$ cat config.mk
export PLATFORM = sky130hd
export DESIGN_NAME = tt_timer
export DESIGN_NICKNAME = d
export VERILOG_FILES = /design/src/rtl/tt_pkg.sv /design/src/rtl/tt_sync_ctrl.sv /design/src/rtl/tt_prescaler.sv /design/src/rtl/tt_core.sv /design/src/rtl/tt_timer.sv
export SDC_FILE = /design/constraint.sdc
export NUM_CORES = 1
export LEC_CHECK = 0
export ABC_CLOCK_PERIOD_IN_PS = 2100
export BUFFER_PORTS_ARGS = -buffer_cell sky130_fd_sc_hd__buf_2
export CAP_MARGIN = 5
export CORE_ASPECT_RATIO = 1.75
export CORE_UTILIZATION = 40
export DETAILED_ROUTE_END_ITERATION = 10
export HOLD_SLACK_MARGIN = 0.05
export SLEW_MARGIN = 0
export SYNTH_ARGS = -nofsm -noshare
export SYNTH_HDL_FRONTEND = slang
export SYNTH_HIERARCHICAL = 1
export SYNTH_SLANG_ARGS = --single-unit
$ cat constraint.sdc
create_clock -name clk -period 2.1 [get_ports clk]
set_clock_uncertainty 0.15 [all_clocks]
set_input_delay 0.21 -clock clk [delete_from_list [all_inputs] [get_ports clk]]
set_output_delay 0.21 -clock clk [all_outputs]
set_load 0.005 [all_outputs]
$ cat src/rtl/tt_pkg.sv
package tt_pkg;

   typedef enum logic [2:0] {
      RA_CMD     = 3'd0,
      RA_IEN_SET = 3'd1,
      RA_IEN_CLR = 3'd2,
      RA_FLAGS   = 3'd3,
      RA_COUNT   = 3'd4,
      RA_TOP     = 3'd5,
      RA_ALARM   = 3'd6,
      RA_STATUS  = 3'd7
   } reg_addr_e;

   typedef enum logic [1:0] {
      SK_CMD   = 2'd0,
      SK_TOP   = 2'd1,
      SK_ALARM = 2'd2
   } sync_kind_e;

   localparam int unsigned CMD_RESTART = 0;
   localparam int unsigned CMD_HALT    = 1;
   localparam int unsigned CMD_SNAP    = 2;

   localparam int unsigned FLG_TOP   = 0;
   localparam int unsigned FLG_ALARM = 1;
   localparam int unsigned N_FLAGS   = 2;

   localparam int unsigned ST_BUSY = 0;
   localparam int unsigned ST_RUN  = 1;

endpackage

$ cat src/rtl/tt_sync_ctrl.sv
module tt_sync_ctrl
   import tt_pkg::*;
#(
   parameter int unsigned DATA_W      = 32,
   parameter int unsigned SYNC_CYCLES = 2
) (
   input  logic              clk,
   input  logic              rst_n,
   input  logic              req_valid,
   input  sync_kind_e        req_kind,
   input  logic [DATA_W-1:0] req_data,
   output logic              busy,
   output logic              apply,
   output sync_kind_e        app_kind,
   output logic [DATA_W-1:0] app_data
);

   localparam int unsigned CW = $clog2(SYNC_CYCLES + 1);

   logic [CW-1:0] left_q;

   always_ff @(posedge clk) begin
      if (!rst_n) begin
         left_q   <= '0;
         app_kind <= SK_CMD;
         app_data <= '0;
      end else if (req_valid && (left_q == '0)) begin
         left_q   <= CW'(SYNC_CYCLES);
         app_kind <= req_kind;
         app_data <= req_data;
      end else if (left_q != '0) begin
         left_q <= left_q - 1'b1;
      end
   end

   assign busy  = (left_q != '0);
   assign apply = (left_q == CW'(1));

   assert_busy_on_write_R2: assert property (@(posedge clk) disable iff (!rst_n)
      req_valid && !busy |=> busy);

   assert_ignore_busy_R2: assert property (@(posedge clk) disable iff (!rst_n)
      req_valid && busy |=> $stable(app_data));

   assert_apply_ends_R2: assert property (@(posedge clk) disable iff (!rst_n)
      apply |=> !busy);

endmodule

$ cat src/rtl/tt_prescaler.sv
module tt_prescaler #(
   parameter int unsigned DIV_LOG2 = 1
) (
   input  logic clk,
   input  logic rst_n,
   input  logic run,
   input  logic phase_clr,
   output logic tick
);

   generate
      if (DIV_LOG2 == 0) begin : g_direct
         assign tick = run;
      end else begin : g_div
         logic [DIV_LOG2-1:0] ph_q;

         always_ff @(posedge clk) begin
            if (!rst_n) begin
               ph_q <= '0;
            end else if (phase_clr) begin
               ph_q <= '0;
            end else if (run) begin
               ph_q <= ph_q + 1'b1;
            end
         end

         assign tick = run && (&ph_q);

         assert_tick_spacing_R5: assert property (@(posedge clk) disable iff (!rst_n)
            tick |=> !tick);
      end
   endgenerate

endmodule

$ cat src/rtl/tt_core.sv
module tt_core
   import tt_pkg::*;
#(
   parameter int unsigned CNT_W = 32
) (
   input  logic             clk,
   input  logic             rst_n,
   input  logic             tick,
   input  logic             apply,
   input  sync_kind_e       app_kind,
   input  logic [CNT_W-1:0] app_data,
   output logic [CNT_W-1:0] count_q,
   output logic [CNT_W-1:0] top_q,
   output logic [CNT_W-1:0] alarm_q,
   output logic [CNT_W-1:0] snap_q,
   output logic             running_q,
   output logic             cmd_zero,
   output logic             top_hit,
   output logic             alarm_hit
);

   logic cmd_apply;
   logic do_halt;
   logic do_restart;

   assign cmd_apply  = apply && (app_kind == SK_CMD);
   assign do_halt    = cmd_apply && app_data[CMD_HALT];
   assign do_restart = cmd_apply && app_data[CMD_RESTART] && !app_data[CMD_HALT];
   assign cmd_zero   = do_halt || do_restart;

   assign top_hit   = tick && (count_q == top_q);
   assign alarm_hit = tick && (count_q == alarm_q);

   always_ff @(posedge clk) begin
      if (!rst_n) begin
         count_q   <= '0;
         running_q <= 1'b0;
      end else if (do_halt) begin
         count_q   <= '0;
         running_q <= 1'b0;
      end else if (do_restart) begin
         count_q   <= '0;
         running_q <= 1'b1;
      end else if (tick) begin
         count_q <= top_hit ? '0 : count_q + 1'b1;
      end
   end

   always_ff @(posedge clk) begin
      if (!rst_n) begin
         top_q   <= '1;
         alarm_q <= '0;
         snap_q  <= '0;
      end else begin
         if (apply && (app_kind == SK_TOP))   top_q   <= app_data;
         if (apply && (app_kind == SK_ALARM)) alarm_q <= app_data;
         if (cmd_apply && app_data[CMD_SNAP]) snap_q  <= count_q;
      end
   end

   assert_wrap_at_top_R6: assert property (@(posedge clk) disable iff (!rst_n)
      tick && !cmd_zero && (count_q == top_q) |=> count_q == '0);

   assert_step_up_R5: assert property (@(posedge clk) disable iff (!rst_n)
      tick && !cmd_zero && (count_q != top_q) |=> count_q == $past(count_q) + 1'b1);

   assert_hold_no_tick_R5: assert property (@(posedge clk) disable iff (!rst_n)
      !tick && !cmd_zero |=> $stable(count_q));

   assert_idle_zero_R4: assert property (@(posedge clk) disable iff (!rst_n)
      !running_q |-> count_q == '0);

endmodule

$ cat src/rtl/tt_timer.sv
module tt_timer
   import tt_pkg::*;
#(
   parameter int unsigned CNT_W       = 32,
   parameter int unsigned PRESC_LOG2  = 1,
   parameter int unsigned SYNC_CYCLES = 2
) (
   input  logic             clk,
   input  logic             rst_n,
   input  logic             wr_en,
   input  logic [2:0]       addr,
   input  logic [CNT_W-1:0] wdata,
   output logic [CNT_W-1:0] rdata,
   output logic             irq
);

   if (CNT_W < 8) begin : g_bad_width
      $error("tt_timer: CNT_W must be at least 8");
   end
   if (SYNC_CYCLES < 1) begin : g_bad_sync
      $error("tt_timer: SYNC_CYCLES must be at least 1");
   end
   if (PRESC_LOG2 > 15) begin : g_bad_presc
      $error("tt_timer: PRESC_LOG2 must be below 16");
   end

   reg_addr_e ra;
   assign ra = reg_addr_e'(addr);

   logic             sync_req;
   sync_kind_e       sync_kind;
   logic             busy;
   logic             apply;
   sync_kind_e       app_kind;
   logic [CNT_W-1:0] app_data;

   always_comb begin
      sync_req  = 1'b0;
      sync_kind = SK_CMD;
      if (wr_en) begin
         case (ra)
            RA_CMD:   begin sync_req = 1'b1; sync_kind = SK_CMD;   end
            RA_TOP:   begin sync_req = 1'b1; sync_kind = SK_TOP;   end
            RA_ALARM: begin sync_req = 1'b1; sync_kind = SK_ALARM; end
            default:  ;
         endcase
      end
   end

   tt_sync_ctrl #(.DATA_W(CNT_W), .SYNC_CYCLES(SYNC_CYCLES)) u_sync (
      .clk       (clk),
      .rst_n     (rst_n),
      .req_valid (sync_req),
      .req_kind  (sync_kind),
      .req_data  (wdata),
      .busy      (busy),
      .apply     (apply),
      .app_kind  (app_kind),
      .app_data  (app_data)
   );

   logic             tick;
   logic             running;
   logic             cmd_zero;
   logic             top_hit;
   logic             alarm_hit;
   logic [CNT_W-1:0] count_q;
   logic [CNT_W-1:0] top_q;
   logic [CNT_W-1:0] alarm_q;
   logic [CNT_W-1:0] snap_q;

   tt_prescaler #(.DIV_LOG2(PRESC_LOG2)) u_presc (
      .clk       (clk),
      .rst_n     (rst_n),
      .run       (running),
      .phase_clr (cmd_zero),
      .tick      (tick)
   );

   tt_core #(.CNT_W(CNT_W)) u_core (
      .clk       (clk),
      .rst_n     (rst_n),
      .tick      (tick),
      .apply     (apply),
      .app_kind  (app_kind),
      .app_data  (app_data),
      .count_q   (count_q),
      .top_q     (top_q),
      .alarm_q   (alarm_q),
      .snap_q    (snap_q),
      .running_q (running),
      .cmd_zero  (cmd_zero),
      .top_hit   (top_hit),
      .alarm_hit (alarm_hit)
   );

   logic [N_FLAGS-1:0] ien_q;
   logic [N_FLAGS-1:0] flags_q;
   logic [N_FLAGS-1:0] flag_set;
   logic [N_FLAGS-1:0] flag_clr;

   always_comb begin
      flag_set            = '0;
      flag_set[FLG_TOP]   = top_hit;
      flag_set[FLG_ALARM] = alarm_hit;
      flag_clr            = (wr_en && (ra == RA_FLAGS)) ? wdata[N_FLAGS-1:0] : '0;
   end

   always_ff @(posedge clk) begin
      if (!rst_n) begin
         ien_q   <= '0;
         flags_q <= '0;
      end else begin
         flags_q <= (flags_q & ~flag_clr) | flag_set;
         if (wr_en && (ra == RA_IEN_SET)) ien_q <= ien_q | wdata[N_FLAGS-1:0];
         if (wr_en && (ra == RA_IEN_CLR)) ien_q <= ien_q & ~wdata[N_FLAGS-1:0];
      end
   end

   assign irq = |(flags_q & ien_q);

   always_comb begin
      rdata = '0;
      case (ra)
         RA_IEN_SET, RA_IEN_CLR: rdata = CNT_W'(ien_q);
         RA_FLAGS:  rdata = CNT_W'(flags_q);
         RA_COUNT:  rdata = snap_q;
         RA_TOP:    rdata = top_q;
         RA_ALARM:  rdata = alarm_q;
         RA_STATUS: begin
            rdata[ST_BUSY] = busy;
            rdata[ST_RUN]  = running;
         end
         default:   rdata = '0;
      endcase
   end

   assert_top_flag_R6: assert property (@(posedge clk) disable iff (!rst_n)
      top_hit |=> flags_q[FLG_TOP]);

   assert_alarm_flag_R8: assert property (@(posedge clk) disable iff (!rst_n)
      alarm_hit |=> flags_q[FLG_ALARM]);

   assert_w1c_clears_R9: assert property (@(posedge clk) disable iff (!rst_n)
      wr_en && (ra == RA_FLAGS) && wdata[FLG_TOP] && !top_hit |=> !flags_q[FLG_TOP]);

   assert_ien_set_R10: assert property (@(posedge clk) disable iff (!rst_n)
      wr_en && (ra == RA_IEN_SET) && wdata[FLG_TOP] |=> ien_q[FLG_TOP]);

endmodule

==> results of run 1 <==
[critical path, stage by stage, from the launching register on]
cell	delay (ps)
sky130_fd_sc_hd__dfxtp_1	370
sky130_fd_sc_hd__xnor2_2	320
sky130_fd_sc_hd__nand4_1	190
sky130_fd_sc_hd__nor4_2	310
sky130_fd_sc_hd__nand4_1	230
sky130_fd_sc_hd__nor4_2	260
sky130_fd_sc_hd__inv_1	70
sky130_fd_sc_hd__a21boi_0	130
[sequential cells by signal, summed over array words and instances, names as in the netlist, named ones only]
signal              cells
u_presc/g_div.ph_q      1
u_core/snap_q          32
u_core/alarm_q         32
u_sync/app_data        32
u_sync/left_q           2
u_core/count_q         32
u_sync/app_kind         2
u_core/top_q           32
u_core/running_q        1
flags_q                 2
[repair_timing]
action	4_1_cts	5_1_grt
gates cloned	0	1
pin swaps	6	3
hold endpoints to repair	42	0
endpoints found under the setup margin	2	33
hold buffers	39	0
resized for setup	9	21
buffers inserted	0	6
[cells by family (layout without fill, tap and decap cells)]
kind of cell             Yosys count  count (layout)  share of synthesized area [%]
multiplexers                      69              69                          8.001
XOR/XNOR                          93              93                          9.436
AO/OA/AOI/OAI                    121             121                          8.697
flip-flops                       170             170                          39.43
adder cells (fa/ha/maj)            1               1                         0.1449
AND/OR/NAND/NOR                  509             509                          27.80
buffers and inverters             99             252                          6.494
[final timing paths]
kind	from	to	slack [ps]
min	addr[2]	flip-flop	120
max reg2reg	u_core/count_q[24]	flags_q[1]	-0.8
min reg2reg	u_core/snap_q[7]	u_core/snap_q[7]	300
max	u_core/count_q[24]	flags_q[1]	-0.8
[metrics by stage]
stage	utilization, %	setup slack [ps]	power [µW]
floorplan	-	81.95	3658
finish	51.52	-0.7572	7060
global route	51.52	-128.3	7315
global placement	45.94	-288.4	3808
detailed placement	45.94	-298.1	3810
CTS	50.85	-12.32	7089
[metal layers]
metal / track usage [%] / part of all wire [%]
met1: 30.95 / 41
met2: 42.81 / 49
met3: 3.536 / 4.6
met4: 16.28 / 6.1
met5: 0 / 0
[cell type report]
| class | instances | share of cell area, % |
|---|---|---|
| Tap cell | 252 | 2.911 |
| Multi-Input combinational cell | 793 | 43.83 |
| Sequential cell | 170 | 31.58 |
| Timing Repair Buffer | 214 | 15.87 |
| Clock buffer | 21 | 4.251 |
| Clock inverter | 11 | 1.340 |
| Inverter | 6 | 0.2079 |
[power by group]
part           internal [µW]  switching, µW
clock                   1930           1310
sequential              3260           35.8
combinational            263            256
total                   5460           1610
[cell usage after synthesis, types with 2 or more instances]
master                     count
sky130_fd_sc_hd__nand4_1      19
sky130_fd_sc_hd__o211ai_1      2
sky130_fd_sc_hd__xnor2_1      40
sky130_fd_sc_hd__and4_1        4
sky130_fd_sc_hd__dfxtp_1     170
sky130_fd_sc_hd__nor4_1       19
sky130_fd_sc_hd__buf_4         2
sky130_fd_sc_hd__a21boi_0      3
sky130_fd_sc_hd__mux2i_1      69
sky130_fd_sc_hd__buf_12        3
sky130_fd_sc_hd__buf_2        15
sky130_fd_sc_hd__buf_6         9
sky130_fd_sc_hd__or2_2        31
sky130_fd_sc_hd__nand3b_1      3
sky130_fd_sc_hd__nor2_1       33
sky130_fd_sc_hd__nor4bb_1      2
sky130_fd_sc_hd__buf_1         3
sky130_fd_sc_hd__nand3_1      47
sky130_fd_sc_hd__xor2_1       53
sky130_fd_sc_hd__o21ai_0       4
sky130_fd_sc_hd__a2111o_1      2
sky130_fd_sc_hd__a21boi_1     28
sky130_fd_sc_hd__nand2b_1      5
sky130_fd_sc_hd__a31oi_1       3
sky130_fd_sc_hd__a21oi_1      69
sky130_fd_sc_hd__nor4_2        3
sky130_fd_sc_hd__and2_2        2
sky130_fd_sc_hd__inv_1         6
sky130_fd_sc_hd__and2_1        2
sky130_fd_sc_hd__nor3_1        6
sky130_fd_sc_hd__o22ai_1       2
sky130_fd_sc_hd__o311ai_0      2
sky130_fd_sc_hd__nand4b_1      2
sky130_fd_sc_hd__buf_8         4
sky130_fd_sc_hd__and3_1        7
sky130_fd_sc_hd__nor2b_1       2
sky130_fd_sc_hd__nor3b_1       3
sky130_fd_sc_hd__nor3b_2       2
sky130_fd_sc_hd__nand2_1     304
sky130_fd_sc_hd__clkbuf_1     56
sky130_fd_sc_hd__o21a_1        2
==> qor.txt, run 1 <==
Status: finished, violations left
Failing checks: negative setup slack
Count of vias placed by the detailed router: 7928
Total number of nets in the final design: 1241
Final standard cell count with taps included and fillers excluded: 1467
Final critical-path required period: 2101 ps
Port Buffer Count: 70
HPWL Detailed: 19970 µm
Worst IR Drop VDD: 410.1 µV
Count of antenna diodes in the layout: 0
Most frequent cells in the layout: 304 x sky130_fd_sc_hd__nand2_1, 160 x sky130_fd_sc_hd__dfxtp_1, 90 x sky130_fd_sc_hd__buf_4
Library cell with the largest summed area after synthesis: sky130_fd_sc_hd__dfxtp_1
Total CTS buffers: 17
Area enclosed by the die boundary: 22190 µm²
Multi-input gate area in the final layout: 4747 µm²
Power density of the placed cells: 651.9 nW/µm²
CTS tree: yes
Final Routed Wirelength: 27910 µm
Fraction of final layout cells sized beyond drive strength 1: 22.72%
Overall routing resource usage: 25.70%
Area taken by flip-flops and latches: 3421 µm²
Overall die width: 113.0 µm
Post-Synthesis Cells: 1062
Sequential fraction of the synthesis area: 39.43%
Clock sinks: 170
Residual DRC: 0
Hold Crit Depth: 4
Placer Congestion: 0.9335
Max-slew violation total from the final report: 0
Clock transition at the registers of the reported paths: 70 ps
# setup viols final: 1
Placeable core region: 21020 µm²
GRT Residual Overflow: 0
Global-route wire length before repair: 42920 µm
Worst endpoint data arrival time: 2310 ps
Most frequent standard cell in the layout excluding fill and tap cells: sky130_fd_sc_hd__nand2_1
Worst hold path type: in2reg
Maximum number of pins on one net before global-route repair: 66
Worst Path Max Fanout: 3
Cell variety after synth: 60
Chip Height: 196.3 µm
WS Path Type: reg2reg
Antenna violation net count after detailed routing: 0
Synth warnings: 6
Synthesized Nets: 1101
Startpoint class of the critical path: flip-flop
P&R area growth vs syn: 25.47%
Maximum clock insertion buffer count: 2
Setup_tns: -0.7572 ps
Worst Max-Slew Pin Slew: 838.2 ps
Relative max-transition margin: 44.12%
Post-DR vias/cell: 5.404
DRC marker count from the first detailed-route iteration: 479
Async SR Flop Fraction: 0%
Post-synthesis register bit count: 170
Area of all placed cells without fillers: 10830 µm²
Initial Util: 41.07%
Leading register cell type out of synthesis: sky130_fd_sc_hd__dfxtp_1
Placed instance count: 1389
Number of placed I/O pins: 71
Worst setup margin: -0.7572 ps
Count of final hold-check violations: 0
Final worst hold slack: 117.8 ps
Number of synthesized flops with an enable pin: 0
Cell chosen for the clock root: sky130_fd_sc_hd__clkbuf_16
Number of standard-cell rows in the floorplan: 70
Max Cap Violations: 0
Average cell area after synthesis: 8.128 µm²
Standby leakage power: 0.004341 µW
Endpoint kind of the worst setup timing path: flip-flop
Fraction of post-synthesis cell area in the top cell type by area: 39.43%
Via count of the first global-routing pass: 7705
CP required: 2310 ps
Count of filler cells inserted in the layout: 2009
Netlist Area Pre-Place: 8632 µm²
Portion of the clock cycle consumed by the worst path in the final layout: 100.0%
Cell area after placement: 9657 µm²
Depth of the CTS H-tree: 4
RSZ-0062 raised after global routing: true
Number of cells traversed by the worst register-to-register path: 7
Number of antenna violations at the first check in global routing: 0
Biggest area contributors in the synthesized netlist: sky130_fd_sc_hd__dfxtp_1 39%, sky130_fd_sc_hd__nand2_1 13%, sky130_fd_sc_hd__mux2i_1 8.0%
WL/cell: 19.03 µm
Detailed Routing Iterations Pass 1: 5
Clock latency on the worst-skew pair: 430 ps
Maximum frequency from static timing analysis: 476.0 MHz
Power figures use the tool's default switching activity.
==> inputs of run 2 (changes only) <==
--- a/config.mk
+++ b/config.mk
@@ -7,11 +7,11 @@
 export LEC_CHECK = 0
 export ABC_CLOCK_PERIOD_IN_PS = 2100
 export BUFFER_PORTS_ARGS = -buffer_cell sky130_fd_sc_hd__buf_2
-export CAP_MARGIN = 5
 export CORE_ASPECT_RATIO = 1.75
 export CORE_UTILIZATION = 40
 export DETAILED_ROUTE_END_ITERATION = 10
 export HOLD_SLACK_MARGIN = 0.05
+export SETUP_SLACK_MARGIN = 0.15
 export SLEW_MARGIN = 0
 export SYNTH_ARGS = -nofsm -noshare
 export SYNTH_HDL_FRONTEND = slang
==> qor.txt, run 2 (same netlist as run 1, synthesis figures left out) <==
Status: finished, violations left
Failing checks: negative setup slack
Standby leakage power: 0.004537 µW
Dpl ws: -137.0 ps
Worst flop-to-flop path endpoint: u_core/count_q[25]
Cell area after placement: 9663 µm²
Number of antenna violations at the first check in global routing: 0
Final critical-path required period: 2167 ps
Total number of nets in the final design: 1258
Global-route wire length before repair: 43210 µm
P&R area growth vs syn: 34.30%
Count of antenna diodes in the layout: 0
HPWL Detailed: 19810 µm
Detailed Routing Iterations Pass 1: 4
RSZ-0062 raised after global routing: true
Port Buffer Count: 70
CP required: 1740 ps
Max-slew violation total from the final report: 0
Count of final hold-check violations: 0
Antenna violation net count after detailed routing: 0
Count of vias placed by the detailed router: 7924
Final cell utilization of the core: 55.15%
Maximum clock insertion buffer count: 2
Worst setup margin: -67.31 ps
Placer Congestion: 1.003
Relative max-transition margin: 58.59%
Peak per-stage delay on the critical path: 400 ps
Worst reg2reg setup slack: 20 ps
Number of cells traversed by the worst register-to-register path: 7
Via count of the first global-routing pass: 7857
Clock transition at the registers of the reported paths: 70 ps
Start of the worst register-to-register path: u_core/top_q[0]
Worst hold path type: in2reg
Final Routed Wirelength: 28330 µm
Worst IR Drop VDD: 381.2 µV
Depth of the CTS H-tree: 4
Total CTS buffers: 17
Worst endpoint data arrival time: 1810 ps
Cells traversed along the worst timing path: or2_4, mux2i_1, o22ai_1, a2111o_1, buf_2
Most frequent standard cell in the layout excluding fill and tap cells: sky130_fd_sc_hd__nand2_1
Count of filler cells inserted in the layout: 1963
CP Launch Point: u_sync/left_q[1]
Worst Max-Slew Pin Slew: 619.0 ps
Maximum frequency from static timing analysis: 461.4 MHz
WS Path Type: reg2out
Initial Util: 41.07%
Cell chosen for the clock root: sky130_fd_sc_hd__clkbuf_16
Residual DRC: 0
Worst Path Max Fanout: 2
Power density of the placed cells: 620.3 nW/µm²
Startpoint class of the critical path: flip-flop
Hold Crit Depth: 4
Number of placed I/O pins: 71
WL/cell: 19.09 µm
Chip Height: 196.3 µm
Post-DR vias/cell: 5.340
Number of standard-cell rows in the floorplan: 70
Area of all placed cells without fillers: 11590 µm²
Endpoint kind of the worst setup timing path: primary output
Max Cap Violations: 0
Slowest stage cell, crit path: sky130_fd_sc_hd__a2111o_1
Overall die width: 113.0 µm
Portion of the clock cycle consumed by the worst path in the final layout: 103.2%
Overall routing resource usage: 25.88%
Most frequent cells in the layout: 301 x sky130_fd_sc_hd__nand2_1, 116 x sky130_fd_sc_hd__dfxtp_1, 101 x sky130_fd_sc_hd__buf_4
CTS tree: yes
Fraction of final layout cells sized beyond drive strength 1: 32.39%
Area enclosed by the die boundary: 22190 µm²
Maximum number of pins on one net before global-route repair: 53
Worst Hold Launch: wr_en
Clock latency on the worst-skew pair: 440 ps
DRC marker count from the first detailed-route iteration: 420
Clock sinks: 170
Placeable core region: 21020 µm²
GRT Residual Overflow: 0
# setup viols final: 1
==> run 2: cell count changes in the layout (fill, tap and decap cells not counted), sizes merged <==
cell      before  now
clkinv         8    4
buf          174  191
clkinvlp       0    1
clkbuf        22   20
inv            6   11
==> run 2: worst max-delay path by stage <==
stage | end | slack (ps)
2_1_floorplan | u_core/count_q[24] | 130
3_3_place_gp | flags_q[1] | -120
3_5_place_dp | flags_q[1] | -140
4_1_cts | rdata[0] | -150
5_1_grt | rdata[0] | -150
6_report | rdata[0] | -70
==> run 2: area by class of cell <==
| type | instances | area (µm²) | share of cell area [%] |
|---|---|---|---|
| multi-input combinational | 793 | 5254 | 45.32 |
| sequential | 170 | 3506 | 30.24 |
| tap | 252 | 315.3 | 2.720 |
| clock inverter | 13 | 183.9 | 1.587 |
| inverter | 6 | 22.52 | 0.1943 |
| timing repair buffer | 231 | 1878 | 16.20 |
| clock buffer | 19 | 432.9 | 3.734 |
==> run 2: timing repair <==
action / 4_1_cts / 5_1_grt
endpoints found under the setup margin: 42 / 78
pin swaps: 47 / 34
cloned: 3 / 1
hold endpoints to repair: 44 / 0
resized for setup: 95 / 102
setup buffers: 8 / 9
hold buffers: 39 / 0
==> run 2: layer usage <==
metal / track usage, % / routed length [µm]
met5: 0 / 0
met4: 16.96 / 1639
met3: 2.921 / 954
met2: 44.08 / 14290
met1: 30.56 / 11450
==> run 2: critical path, delay by kind of cell (launching register included) <==
family,cells,cell delay [ps]
buffers and inverters,1,150
AOI/OAI and AO/OA,2,490
and+or+nand+nor,1,240
muxes,1,130
DFF,1,340
==> run 2: through the flow <==
stage | TNS [ps] | total power (µW) | std cells | hold slack [ps]
6_report | -67.31 | 7191 | 1484 | 69.88
5_1_grt | -1247 | 7410 | 1484 | 80.24
4_1_cts | -148.4 | 7222 | 1474 | 51.83
3_5_place_dp | -2193 | 3799 | 1392 | 294.7
3_3_place_gp | -2715 | 3795 | 1392 | 291.2
2_1_floorplan | 0 | 3658 | 1062 | 202.1
==> run 2: report_power, final <==
group,total [µW],switching (µW),internal (µW),leakage (µW)
Sequential,3270,33.2,3240,0.00138
Combinational,557,279,278,0.00286
Clock,3360,1450,1910,0.000298
Total,7190,1760,5430,0.00454
